===== config.mk =====
export PLATFORM = sky130hd
export DESIGN_NAME = color_run_extractor
export DESIGN_NICKNAME = d
export VERILOG_FILES = /design/src/rtl/crx_pkg.sv /design/src/rtl/crx_match.sv /design/src/rtl/crx_runner.sv /design/src/rtl/crx_fifo.sv /design/src/rtl/color_run_extractor.sv
export SDC_FILE = /design/constraint.sdc
export NUM_CORES = 1
export LEC_CHECK = 0
export BUFFER_PORTS_ARGS = -buffer_cell sky130_fd_sc_hd__buf_4
export CAP_MARGIN = 20
export CELL_PAD_IN_SITES_DETAIL_PLACEMENT = 1
export CELL_PAD_IN_SITES_GLOBAL_PLACEMENT = 1
export CORE_MARGIN = 1.5
export CORE_UTILIZATION = 50
export CTS_CLUSTER_SIZE = 8
export DETAILED_ROUTE_END_ITERATION = 8
export PLACE_DENSITY_LB_ADDON = 0.1
export SYNTH_ARGS = -nofsm -noshare
export SYNTH_HDL_FRONTEND = slang
export SYNTH_HIERARCHICAL = 1
export SYNTH_SLANG_ARGS = --single-unit

===== constraint.sdc =====
create_clock -name clk -period 18.2 [get_ports clk]
set_input_delay 4.55 -clock clk [delete_from_list [all_inputs] [get_ports clk]]
set_output_delay 4.55 -clock clk [all_outputs]
set_load 0.02 [all_outputs]

===== src/rtl/crx_pkg.sv =====
package crx_pkg;
  typedef enum logic { RUN_IDLE = 1'b0, RUN_OPEN = 1'b1 } run_state_e;
endpackage


===== src/rtl/crx_match.sv =====
module crx_match #(
  parameter int C_W = 8,
  parameter int NCH = 3
) (
  input  logic [NCH*C_W-1:0] pix,
  input  logic [NCH*C_W-1:0] lo,
  input  logic [NCH*C_W-1:0] hi,
  output logic               hit
);
  logic [NCH-1:0] ch_ok;

  for (genvar c = 0; c < NCH; c++) begin : g_ch
    assign ch_ok[c] = (pix[c*C_W +: C_W] >= lo[c*C_W +: C_W]) &&
                      (pix[c*C_W +: C_W] <= hi[c*C_W +: C_W]);
  end

  assign hit = &ch_ok;
endmodule


===== src/rtl/crx_runner.sv =====
module crx_runner
  import crx_pkg::*;
#(
  parameter int X_W    = 10,
  parameter int Y_W    = 10,
  parameter int AREA_W = 20
) (
  input  logic              clk,
  input  logic              rst,
  input  logic              pix_valid,
  input  logic              pix_hit,
  input  logic              pix_sof,
  input  logic              pix_eol,
  input  logic              pix_eof,
  output logic              emit_valid,
  output logic [Y_W-1:0]    emit_row,
  output logic [X_W-1:0]    emit_left,
  output logic [X_W-1:0]    emit_right,
  output logic              line_done,
  output logic [X_W-1:0]    line_runs,
  output logic              area_valid,
  output logic [AREA_W-1:0] area
);
  run_state_e        st_q;
  logic [X_W-1:0]    x_q, start_q;
  logic [Y_W-1:0]    y_q;
  logic [AREA_W-1:0] acc_q;
  logic [X_W-1:0]    cnt_q;

  logic [X_W-1:0]    x_cur, c_left, c_right;
  logic [Y_W-1:0]    y_cur;
  logic              open_now, close_now;
  logic [X_W:0]      len;
  logic [AREA_W-1:0] acc_next;
  logic [X_W-1:0]    cnt_next;

  always_comb begin
    x_cur     = pix_sof ? '0 : x_q;
    y_cur     = pix_sof ? '0 : y_q;
    open_now  = (st_q == RUN_OPEN) && !pix_sof;
    close_now = 1'b0;
    c_left    = x_cur;
    c_right   = x_cur;
    if (pix_hit) begin
      if (pix_eol) begin
        close_now = 1'b1;
        c_left    = open_now ? start_q : x_cur;
      end
    end else if (open_now) begin
      close_now = 1'b1;
      c_left    = start_q;
      c_right   = x_cur - X_W'(1);
    end
    len      = {1'b0, c_right} - {1'b0, c_left} + (X_W+1)'(1);
    acc_next = (pix_sof ? '0 : acc_q) + (close_now ? AREA_W'(len) : '0);
    cnt_next = (pix_sof ? '0 : cnt_q) + X_W'(close_now);
  end

  always_ff @(posedge clk) begin
    if (rst) begin
      st_q       <= RUN_IDLE;
      x_q        <= '0;
      y_q        <= '0;
      start_q    <= '0;
      acc_q      <= '0;
      cnt_q      <= '0;
      emit_valid <= 1'b0;
      emit_row   <= '0;
      emit_left  <= '0;
      emit_right <= '0;
      line_done  <= 1'b0;
      line_runs  <= '0;
      area_valid <= 1'b0;
      area       <= '0;
    end else begin
      emit_valid <= pix_valid && close_now;
      line_done  <= pix_valid && pix_eol;
      area_valid <= pix_valid && pix_eof;
      if (pix_valid) begin
        x_q   <= pix_eol ? '0 : x_cur + X_W'(1);
        y_q   <= pix_eol ? y_cur + Y_W'(1) : y_cur;
        st_q  <= (pix_hit && !pix_eol) ? RUN_OPEN : RUN_IDLE;
        if (pix_hit && !open_now) start_q <= x_cur;
        acc_q <= acc_next;
        cnt_q <= pix_eol ? '0 : cnt_next;
        if (close_now) begin
          emit_row   <= y_cur;
          emit_left  <= c_left;
          emit_right <= c_right;
        end
        if (pix_eol) line_runs <= cnt_next;
        if (pix_eof) area <= acc_next;
      end
    end
  end
endmodule


===== src/rtl/crx_fifo.sv =====
module crx_fifo #(
  parameter int W     = 30,
  parameter int DEPTH = 4
) (
  input  logic         clk,
  input  logic         rst,
  input  logic         push,
  input  logic [W-1:0] din,
  input  logic         pop,
  output logic [W-1:0] dout,
  output logic         not_empty,
  output logic         full
);
  localparam int AW = (DEPTH > 1) ? $clog2(DEPTH) : 1;

  logic [W-1:0] mem [DEPTH];
  logic [AW:0]  wr_q, rd_q;
  logic         do_push, do_pop;

  assign not_empty = (wr_q != rd_q);
  assign full      = (wr_q[AW] != rd_q[AW]) && (wr_q[AW-1:0] == rd_q[AW-1:0]);
  assign do_push   = push && !full;
  assign do_pop    = pop && not_empty;
  assign dout      = mem[rd_q[AW-1:0]];

  always_ff @(posedge clk) begin
    if (do_push) mem[wr_q[AW-1:0]] <= din;
  end

  always_ff @(posedge clk) begin
    if (rst) begin
      wr_q <= '0;
      rd_q <= '0;
    end else begin
      if (do_push) wr_q <= wr_q + (AW+1)'(1);
      if (do_pop)  rd_q <= rd_q + (AW+1)'(1);
    end
  end
endmodule


===== src/rtl/color_run_extractor.sv =====
module color_run_extractor #(
  parameter int C_W    = 8,
  parameter int X_W    = 10,
  parameter int Y_W    = 10,
  parameter int AREA_W = 20,
  parameter int DEPTH  = 4
) (
  input  logic               clk,
  input  logic               rst,
  input  logic               pix_valid,
  input  logic               pix_sof,
  input  logic               pix_eol,
  input  logic               pix_eof,
  input  logic [3*C_W-1:0]   pix_rgb,
  input  logic [3*C_W-1:0]   bound_lo,
  input  logic [3*C_W-1:0]   bound_hi,
  output logic               rec_valid,
  input  logic               rec_ready,
  output logic [Y_W-1:0]     rec_row,
  output logic [X_W-1:0]     rec_left,
  output logic [X_W-1:0]     rec_right,
  output logic               line_done,
  output logic [X_W-1:0]     line_runs,
  output logic               area_valid,
  output logic [AREA_W-1:0]  area,
  output logic               overflow
);
  localparam int REC_W = Y_W + 2*X_W;

  logic             hit, emit_valid, fifo_full;
  logic [Y_W-1:0]   emit_row;
  logic [X_W-1:0]   emit_left, emit_right;
  logic [REC_W-1:0] fifo_out;

  crx_match #(.C_W(C_W), .NCH(3)) u_match (
    .pix(pix_rgb), .lo(bound_lo), .hi(bound_hi), .hit(hit)
  );

  crx_runner #(.X_W(X_W), .Y_W(Y_W), .AREA_W(AREA_W)) u_runner (
    .clk(clk), .rst(rst), .pix_valid(pix_valid), .pix_hit(hit),
    .pix_sof(pix_sof), .pix_eol(pix_eol), .pix_eof(pix_eof),
    .emit_valid(emit_valid), .emit_row(emit_row), .emit_left(emit_left),
    .emit_right(emit_right), .line_done(line_done), .line_runs(line_runs),
    .area_valid(area_valid), .area(area)
  );

  crx_fifo #(.W(REC_W), .DEPTH(DEPTH)) u_fifo (
    .clk(clk), .rst(rst), .push(emit_valid),
    .din({emit_row, emit_left, emit_right}), .pop(rec_ready),
    .dout(fifo_out), .not_empty(rec_valid), .full(fifo_full)
  );

  assign {rec_row, rec_left, rec_right} = fifo_out;

  always_ff @(posedge clk) begin
    if (rst) overflow <= 1'b0;
    else if (emit_valid && fifo_full) overflow <= 1'b1;
  end
endmodule


==> out/results.tsv <==
stage	metric	value	unit
outcome	status	finished clean	
floorplanning	num_io_pins	143	
clocking	tritoncts_clock_tree	built	
route	drt-vias-per-instance	5.79	
grt	overflow	0	
placed_design	globalplace.congestion	0.857	
layout	syn2layout_area_growth	18.2	%
layout	antenna_cells_inserted	0	
clocking	clk_root_buffer_cell	sky130_fd_sc_hd__clkbuf_16	
route	avgRoutedWirePerCell	20.1	um
critical_path	timing.critical_path.required	18.59	ns
clocking	cts_post_setup_buffers_inserted	0	
floorplanning	die-height	164	um
layout	drive_gt1_share	18.2	%
sta	skew	0.0219	ns
sta	achievable-frequency	0.0917	GHz
power_and_ir_drop	p_per_area	89.9	nW/um^2
clocking	clock_latency	0.52	ns
clocking	cts_htree_levels	2	
synthesis	netlist_top_cells_count	sky130_fd_sc_hd__dfxtp_1 (133), sky130_fd_sc_hd__nand2_1 (123), sky130_fd_sc_hd__edfxtp_1 (120)	
placed_design	numPortBuffers	142	
power_and_ir_drop	vdd_ir_drop_max	68.8	uV
placed_design	pre_cts_ws	6.36	ns
floorplanning	placement_rows	58	
synthesis	synth_compound_gate_area_share	12.0	%
critical_path	worstSetupEndpointType	flop	
clocking	tritoncts_num_sinks	253	
critical_path	critPathMaxStageDelay	0.58	ns
sta	hold_violations	0	
synthesis	async_flop_share	0	%
floorplanning	die_w	164	um
floorplanning	floorplan_core_area	25300	sq um
synthesis	dominant_combinational_cell_family_by_area_after_synthesis	simple AND/OR/NAND/NOR gates	
flow_run	cap_viol_max_count	0	
clocking	cts.path.max_buffers	3	
synthesis	syn-cell-area	12900	sq um
synthesis	synth_fp_nets	1439	
route	drt-initial-drc-count	562	
route	antenna_violating_nets_post_route	0	
route	drtPass1Iterations	4	
critical_path	worst-r2r-setup-slack	12.75	ns
synthesis	yosys.cell_types.count	76	
placed_design	hpwl	23000	um
route	vias	10100	
route	drcViolationCount	0	
critical_path	critical_path_buffers_and_inverters	4	
critical_path	worst-setup-path-type	input port to flop	
sta	rsz_0062_raised_after_global_routing	no	
sta	worst_slack	7.29	ns
power_and_ir_drop	leakagePower	0.00609	uW
synthesis	syn_avg_cell_area	10.2	sq um
floorplanning	start_util	51.1	%
grt	met3_usage	3.86	%
grt	grt_pass1_wl	56200	um
synthesis	synth_top_area_cell	sky130_fd_sc_hd__edfxtp_1	
layout	post-route-cell-area	15300	sq um
synthesis	yosys.area_share.xor_xnor	2.50	%
min_path	hold_path_class	flop to flop	
critical_path	most_frequent_cell_on_the_critical_path	sky130_fd_sc_hd__ha_1	
critical_path	critical_path.startpoint_type	input port	
clocking	hold_fix_buffers_cts	0	
grt	globalRouteTotalUtil	26.4	%
synthesis	synth_top_cells_by_area	sky130_fd_sc_hd__edfxtp_1 (28%), sky130_fd_sc_hd__dfxtp_1 (21%), sky130_fd_sc_hd__ha_1 (8.5%)	
clocking	register_clock_pin_slew_on_the_reported_worst_setup_and_hold_paths	0.05	ns
sta	setup-violations-final	0	
synthesis	synth_edf_count	120	
sta	final.period_utilization	59.9	%
grt	grt_antenna_before_repair	0	
clocking	cts-resized-gates	0	
sta	finalHoldWorstSlack	0.461	ns
synthesis	post-synth-top-count-cell	sky130_fd_sc_hd__dfxtp_1	
grt	first_global_vias	10500	
synthesis	synth-seq-area-share	48.4	%
route	detail_route.wirelength	35000	um
critical_path	cp_data_arrival_time	11.30	ns
grt	grt.busiest_layer	met2	
grt	grt_util_met2	46.9	%
sta	worst_slew_margin_rel	33.0	%
synthesis	yosysWarningCount	6	
synthesis	synth-simple-area-share	17.2	%
sta	period_needed	10.91	ns
synthesis	postSynthRegisterBits	253	
clocking	num_cts_buffers	37	
critical_path	slowest_stage	sky130_fd_sc_hd__nor4_2	
synthesis	synth-adder-area-share	8.82	%
sta	transition_at_the_pin_with_the_smallest_max_transition_slack	1.01	ns
grt	grt_start_max_net_pins	92	
sta	slew_viol_final	0	
sta	setup-tns-final	0	ns
synthesis	synthMuxAreaShare	6.88	%
layout	fin_nets	1561	
placed_design	dpl-instance-area	14200	sq um
synthesis	yosys.area.top_type_share	27.8	%
grt	grt_use_met1	33.9	%
synthesis	syn-instance-count	1270	
critical_path	crit_family	compound AO/OA/AOI/OAI gates	
synthesis	synth_top_flop_cell	sky130_fd_sc_hd__dfxtp_1	
floorplanning	dieArea	26900	sq um
critical_path	critical_path.max_fanout	9	
==> cell families (layout without fill, tap and decap cells) <==
kind of cell | Yosys count | count (layout)
and+or+nand+nor | 453 | 453
DFF | 253 | 253
AOI/OAI and AO/OA | 248 | 248
buffers and inverters | 138 | 283
adders and majority gates | 90 | 90
muxes | 51 | 51
xor gates and xnor gates | 37 | 37
==> final cells by class <==
type	instances	area, sq um
Clock buffer	60	1030
Clock inverter	2	36.3
Fill cell	2754	10000
Inverter	69	259
Multi-Input combinational cell	879	6130
Sequential cell	253	6270
Tap cell	330	413
Timing Repair Buffer	152	1160
==> sequential cells by signal, summed over array words and instances, names as in the netlist, 3 cells and up, named ones only <==
| signal | flops |
|---|---|
| u_runner/emit_left | 10 |
| u_fifo/mem | 120 |
| u_runner/cnt_q | 10 |
| u_runner/line_runs | 10 |
| u_runner/start_q | 10 |
| u_runner/acc_q | 20 |
| u_runner/y_q | 10 |
| u_runner/area | 20 |
| u_runner/emit_row | 10 |
| u_fifo/rd_q | 3 |
| u_runner/x_q | 10 |
| u_fifo/wr_q | 3 |
| u_runner/emit_right | 10 |
==> worst reg2reg max path, delay by kind of cell, from the launching register on <==
kind            cells  cell delay, ns
compound gates      7            2.06
fa+ha+maj           5            1.54
buf+inv             2            0.12
flops               1            0.44
simple gates        6            1.17
==> report_power, final <==
group | switching [uW] | internal, uW | total, uW
clock network | 251 | 387 | 638
logic | 72.6 | 63.3 | 136
registers | 6.87 | 596 | 603
==> per-layer routing <==
metal,wire length (um),vias up
met4,591,0
met3,1470,47
met1,15300,5008
met2,17700,220
met5,0,-
li1,-,4834
==> worst paths after layout <==
kind	cells after the start	from	to
min	2	u_runner/line_runs[8]	u_runner/line_runs[8]
max reg2reg	20	u_runner/x_q[1]	u_runner/acc_q[17]
max	27	pix_rgb[7]	u_runner/acc_q[17]
min reg2reg	2	u_runner/line_runs[8]	u_runner/line_runs[8]
==> through the flow <==
stage	instances	total power, uW	util, %
after global placement	1679	743	56.0
final	1745	1380	60.4
after global routing	1745	1420	60.4
after CTS	1741	1390	60.2
after detailed placement	1679	747	56.0
after floorplan	1270	698	-
==> layout by cell type, fill, tap and decap left out, types with 7 or more instances in the layout <==
cell / count
sky130_fd_sc_hd__nand2b_1: 15
sky130_fd_sc_hd__clkbuf_16: 38
sky130_fd_sc_hd__nor2_1: 118
sky130_fd_sc_hd__or3_1: 7
sky130_fd_sc_hd__or2_2: 14
sky130_fd_sc_hd__nor3_1: 27
sky130_fd_sc_hd__o21a_1: 8
sky130_fd_sc_hd__o211ai_1: 10
sky130_fd_sc_hd__o21ai_0: 33
sky130_fd_sc_hd__edfxtp_1: 120
sky130_fd_sc_hd__clkbuf_1: 22
sky130_fd_sc_hd__mux2i_1: 17
sky130_fd_sc_hd__nand3_1: 39
sky130_fd_sc_hd__nor2b_1: 28
sky130_fd_sc_hd__a21o_1: 9
sky130_fd_sc_hd__xor2_1: 13
sky130_fd_sc_hd__a22oi_1: 7
sky130_fd_sc_hd__xnor2_1: 24
sky130_fd_sc_hd__a31oi_1: 9
sky130_fd_sc_hd__buf_4: 150
sky130_fd_sc_hd__inv_1: 67
sky130_fd_sc_hd__a21oi_1: 107
sky130_fd_sc_hd__and3_1: 15
sky130_fd_sc_hd__mux4_2: 30
sky130_fd_sc_hd__and2_1: 10
sky130_fd_sc_hd__nand2_1: 123
sky130_fd_sc_hd__nand4_1: 17
sky130_fd_sc_hd__dfxtp_1: 131
sky130_fd_sc_hd__ha_1: 88
sky130_fd_sc_hd__a211oi_1: 7
(Power assumes the default switching activity.)
